### src/rtl/segreg_xlate.sv
module segreg_xlate #(
  parameter int unsigned TBL_ENTRIES = 8,
  parameter logic [31:0] TBL_BASE    = 32'h0000_1000
) (
  input  logic        clk,
  input  logic        rst_n,
  input  logic        ld_req,
  input  logic [15:0] ld_sel,
  input  logic [1:0]  cpl,
  output logic        busy,
  output logic        ld_done,
  output logic        ld_fault,
  output logic        rd_valid,
  input  logic        rd_ready,
  output logic [31:0] rd_addr,
  input  logic [31:0] rd_data,
  input  logic        xl_valid,
  input  logic [31:0] xl_off,
  output logic [31:0] xl_lin,
  output logic        xl_fault,
  output logic        seg_valid,
  output logic [15:0] seg_sel,
  output logic [11:0] seg_attr
);
  localparam int IDX_W = 13;

  typedef enum logic [1:0] {S_IDLE, S_LO, S_HI} st_t;

  st_t         st;
  logic [15:0] pend_sel;
  logic [1:0]  pend_cpl;
  logic [31:0] lo_w;
  logic [31:0] c_base, c_lim;

  wire [IDX_W-1:0] req_idx = ld_sel[15:3];
  wire             pre_bad = ld_sel[2] || (req_idx == '0) ||
                             ({{(32-IDX_W){1'b0}}, req_idx} >= TBL_ENTRIES);

  wire [1:0]  pend_rpl = pend_sel[1:0];
  wire [1:0]  eff_pl   = (pend_cpl > pend_rpl) ? pend_cpl : pend_rpl;
  wire        d_p      = rd_data[15];
  wire [1:0]  d_dpl    = rd_data[14:13];
  wire        d_g      = rd_data[23];
  wire [19:0] d_lim20  = {rd_data[19:16], lo_w[15:0]};
  wire [31:0] d_base   = {rd_data[31:24], rd_data[7:0], lo_w[31:16]};
  wire [31:0] d_lim    = d_g ? {d_lim20, 12'hFFF} : {12'h000, d_lim20};
  wire        d_ok     = d_p && (eff_pl <= d_dpl);

  assign busy     = (st != S_IDLE);
  assign rd_valid = (st == S_LO) || (st == S_HI);
  assign rd_addr  = TBL_BASE + {16'h0000, pend_sel[15:3], 3'b000} +
                    ((st == S_HI) ? 32'd4 : 32'd0);
  assign xl_lin   = c_base + xl_off;
  assign xl_fault = xl_valid && (!seg_valid || (xl_off > c_lim));

  always_ff @(posedge clk) begin
    if (!rst_n) begin
      st        <= S_IDLE;
      ld_done   <= 1'b0;
      ld_fault  <= 1'b0;
      pend_sel  <= '0;
      pend_cpl  <= '0;
      lo_w      <= '0;
      seg_valid <= 1'b0;
      seg_sel   <= '0;
      seg_attr  <= '0;
      c_base    <= '0;
      c_lim     <= '0;
    end else begin
      ld_done  <= 1'b0;
      ld_fault <= 1'b0;
      case (st)
        S_IDLE: if (ld_req) begin
          if (pre_bad) begin
            ld_done  <= 1'b1;
            ld_fault <= 1'b1;
          end else begin
            pend_sel <= ld_sel;
            pend_cpl <= cpl;
            st       <= S_LO;
          end
        end
        S_LO: if (rd_ready) begin
          lo_w <= rd_data;
          st   <= S_HI;
        end
        S_HI: if (rd_ready) begin
          ld_done <= 1'b1;
          st      <= S_IDLE;
          if (d_ok) begin
            seg_valid <= 1'b1;
            seg_sel   <= pend_sel;
            seg_attr  <= {rd_data[23:20], rd_data[15:8]};
            c_base    <= d_base;
            c_lim     <= d_lim;
          end else begin
            ld_fault <= 1'b1;
          end
        end
        default: st <= S_IDLE;
      endcase
    end
  end
endmodule

### config.mk
export PLATFORM = sky130hd
export DESIGN_NAME = segreg_xlate
export DESIGN_NICKNAME = d
export VERILOG_FILES = /design/src/rtl/segreg_xlate.sv
export SDC_FILE = /design/constraint.sdc
export NUM_CORES = 1
export LEC_CHECK = 0
export BUFFER_PORTS_ARGS = -buffer_cell sky130_fd_sc_hd__buf_4
export CAP_MARGIN = 0
export CORE_MARGIN = 2
export CORE_UTILIZATION = 50
export DETAILED_ROUTE_END_ITERATION = 10
export PLACE_DENSITY = 0.77
export SLEW_MARGIN = 20
export SYNTH_ARGS = -nofsm -noshare
export SYNTH_HDL_FRONTEND = slang
export SYNTH_SLANG_ARGS = --single-unit
### constraint.sdc
create_clock -name clk -period 4.2 [get_ports clk]
set_clock_uncertainty 0.05 [all_clocks]
set_input_delay 0.63 -clock clk [delete_from_list [all_inputs] [get_ports clk]]
set_output_delay 0.63 -clock clk [all_outputs]
set_load 0.005 [all_outputs]
==> results.md <==
* Mapped cell area at 8290 sq um
* GRT Total Usage at 0.241
* Share of layout cells above drive strength 1 at 0.191
* Largest net degree at the start of global routing at 71
* Final slew viol count at 0
* Commonest non-fill, non-tap cell in the layout: nand2_1
* Routed Antenna Nets at 0
* Crit Path Max Fanout at 4
* CTS H-tree lvls at 4
* Share of the synthesized area in the top cell type at 0.355
* DIE WIDTH at around 130 um
* Arr. time, crit path at around 3.3 ns
* DRC at 0
* Worst-Skew Late Latency at around 0.42 ns
* Inserted Clock Buffers at 17
* P&R area growth vs syn at 22.4%
* Post-Route WL at between 20 and 25 mm
* Clock Sinks at roughly 150
* Port bufs at approximately 170
* Die area at roughly 18000 sq um
* Critical Path Max Stage Delay at approximately 0.5 ns
* Nets at 1296
* Leakage at approximately 4.4 nW
* DR vias/cell at between 5 and 6
* Worst slew margin at 0.551
* Final setup TNS at 0 ns
* Vias in the first global route at ~6800
* Synth async-reset ratio at 0
* Hold Fails Final Rpt at 0
* Slew @ Worst Pin at around 0.67 ns
* Initial Utilization at 0.505
* Hpwl dp at ~16 mm
* Post-layout util at 0.619
* Placed Instances at between 1000 and 1500
* TritonRoute pass-1 iters at 5
* RSZ-0062 raised after global routing: false
* Most frequent cells in the layout: nand2_1 (227), buf_4 (176), dfxtp_1 (147)
* Slowest cell on crit path: or4b_1
* Final setup viols at 0
* Ys flop type: dfxtp_1
* Crit path kind: reg2out
* Number of enable flip-flop cells after synthesis at 0
* Cell Rows at 47
* Non-Filler Instances at between 1000 and 1500
* Worst setup SP type: register
* Total grt overflow at 0
* First-pass GRT wire length at 34.0 mm
* CTS tree: built
* Clock slew at reported path FFs at ~0.060 ns
* Initial antenna violation count at 1
* Max rail drop VDD at approximately 290 uV
* Period utilization at 0.945
* Area of the multi-input gates at 4800 sq um
* Fmax at around 250 MHz
* Hold WC Path Type: reg2reg
* Top cells by area, synth: dfxtp_1 (35%), ha_1 (11%), nand2_1 (10%), a21boi_0 (9.6%), a21o_1 (2.5%)
* WL per Instance at around 16 um
* PwrDens at ~310 nW/um^2
* Crit path required time at around 3.5 ns
* Unique masters post-synth at between 50 and 60
* CORE AREA at 16400 sq um
* Post-CTS Hold Buffers at 0
* Part of the Yosys area used for sequential elements at 0.355
* CP bufs+invs at 2
* Syn avg cell area at approximately 8.3 sq um
* Max_cap viols at 0
* Initial DRC Count at between 400 and 500
* Period minus WS final at ~4.0 ns
* CP cell instances: ha_1 -> fa_1 -> a211oi_2 -> o21ai_0 -> a21oi_1 -> buf_4 -> o41ai_2 -> a221o_1 -> a21oi_1 -> or4b_1 -> nand4_1 -> buf_4
* Total power at around 3.2 mW
* Area leader, netlist: dfxtp_1
* Die Height at around 130 um
* I/O pin cnt at roughly 190
* Final RePlAce weighted congestion at just under 0.9
* Clock root buffer: clkbuf_16
* Layout fillers at 1500
* Register Area at a little under 3000 sq um
* DR vias at 7266
* Status: completed
* Largest buffer count on any clock path at 2
* Delay-heaviest family, CP: compound AO/OA/AOI/OAI gates
* Post-Syn Instances at between 1000 and 1500
* Critical Path Sink Type: output port
* Flops & latches, synth at approximately 150
* Yosys warning total at 0
-- synthesized netlist by cell type, types with 3 or more instances --
master,count
a211oi_1,13
mux2i_1,18
a21boi_0,106
buf_4,27
xnor2_1,18
o21a_1,4
o211a_1,8
inv_1,49
nor4_1,4
nor2b_1,15
and2_1,13
o21ai_0,26
nand4_1,15
nand2b_1,3
clkbuf_1,49
clkbuf_2,3
nand3_1,25
ha_1,73
nand2_1,227
dfxtp_1,147
nor3_1,16
nor2_1,23
nor3b_1,3
a21oi_1,36
a21o_1,28
a31oi_1,4
and3_1,5
xor2_1,10
-- repair_timing --
item | CTS | global route
setup endpoints to repair | 0 | 1
buffers inserted | 0 | 0
resized for setup | 0 | 1
-- stage by stage --
step                      worst slack (ns)  cell area, sq um  hold slack (ns)
final                                0.230             10100            0.413
after global routing               0.00476             10100            0.427
after CTS                            0.207             10100            0.401
after detailed placement             0.234              9540            0.405
after global placement               0.233              9540            0.396
after floorplan                      0.765              8350            0.380
-- routing by layer --
metal / vias up / share of wire / global-route usage
li1: 3664 / - / -
met1: 3325 / 0.44 / 0.310
met2: 244 / 0.47 / 0.399
met3: 33 / 0.074 / 0.0605
met4: 0 / 0.019 / 0.0759
met5: - / 0 / 0
-- worst register-to-register path: stages, from the launching register on --
cell and delay (ns):
dfxtp_1 0.35, inv_1 0.07, ha_1 0.29, nor2_1 0.04
o22ai_1 0.15, mux2i_1 0.21, ha_1 0.16, nor2b_1 0.04
o21ai_0 0.21, nand2_1 0.15, nor2_4 0.56, buf_4 0.34
nand3_1 0.09, a21boi_0 0.18
-- flip-flops by register name, summed over array words and instances (netlist names) --
name,cells
c_base,32
c_lim,32
ld_done,1
ld_fault,1
lo_w,32
pend_cpl,2
pend_sel,16
seg_attr,12
seg_sel,16
seg_valid,1
st,2
-- path summary, 6_finish.rpt --
check                           start                      to  slack (ns)  depth (start not counted)
min reg2reg     lo_w[22]$_SDFFE_PN0P_  c_base[6]$_SDFFE_PN0P_        0.41                          2
max            c_base[0]$_SDFFE_PN0P_              xl_lin[28]        0.23                         12
max reg2reg  pend_sel[1]$_SDFFE_PN0P_  c_lim[20]$_SDFFE_PN0P_        1.22                         13
min             lo_w[22]$_SDFFE_PN0P_  c_base[6]$_SDFFE_PN0P_        0.41                          2
-- cell type report --
| type | count | area share |
|---|---|---|
| timing repair buffer | 177 | 0.132 |
| inverter | 49 | 0.0181 |
| sequential | 147 | 0.290 |
| tap | 220 | 0.0271 |
| clock inverter | 13 | 0.0145 |
| multi-input combinational | 743 | 0.473 |
| antenna | 1 | 0.000247 |
| clock buffer | 19 | 0.0446 |
-- power by group --
part           switching (mW)  internal (mW)  leakage, nW  total, mW
logic                   0.131          0.135         2.90      0.267
clock network           0.609          0.915        0.283       1.52
registers            0.000271           1.40         1.18       1.40
total                   0.741           2.45         4.37       3.19
-- cells by family after synthesis --
family / share of synthesized area
mux: 0.0217
other cells: 0.000452
flops: 0.355
fa+ha+maj: 0.113
buf+inv: 0.0750
compound gates: 0.217
simple gates: 0.189
xor+xnor: 0.0296
Note: power is estimated with default switching activity, not from simulation.
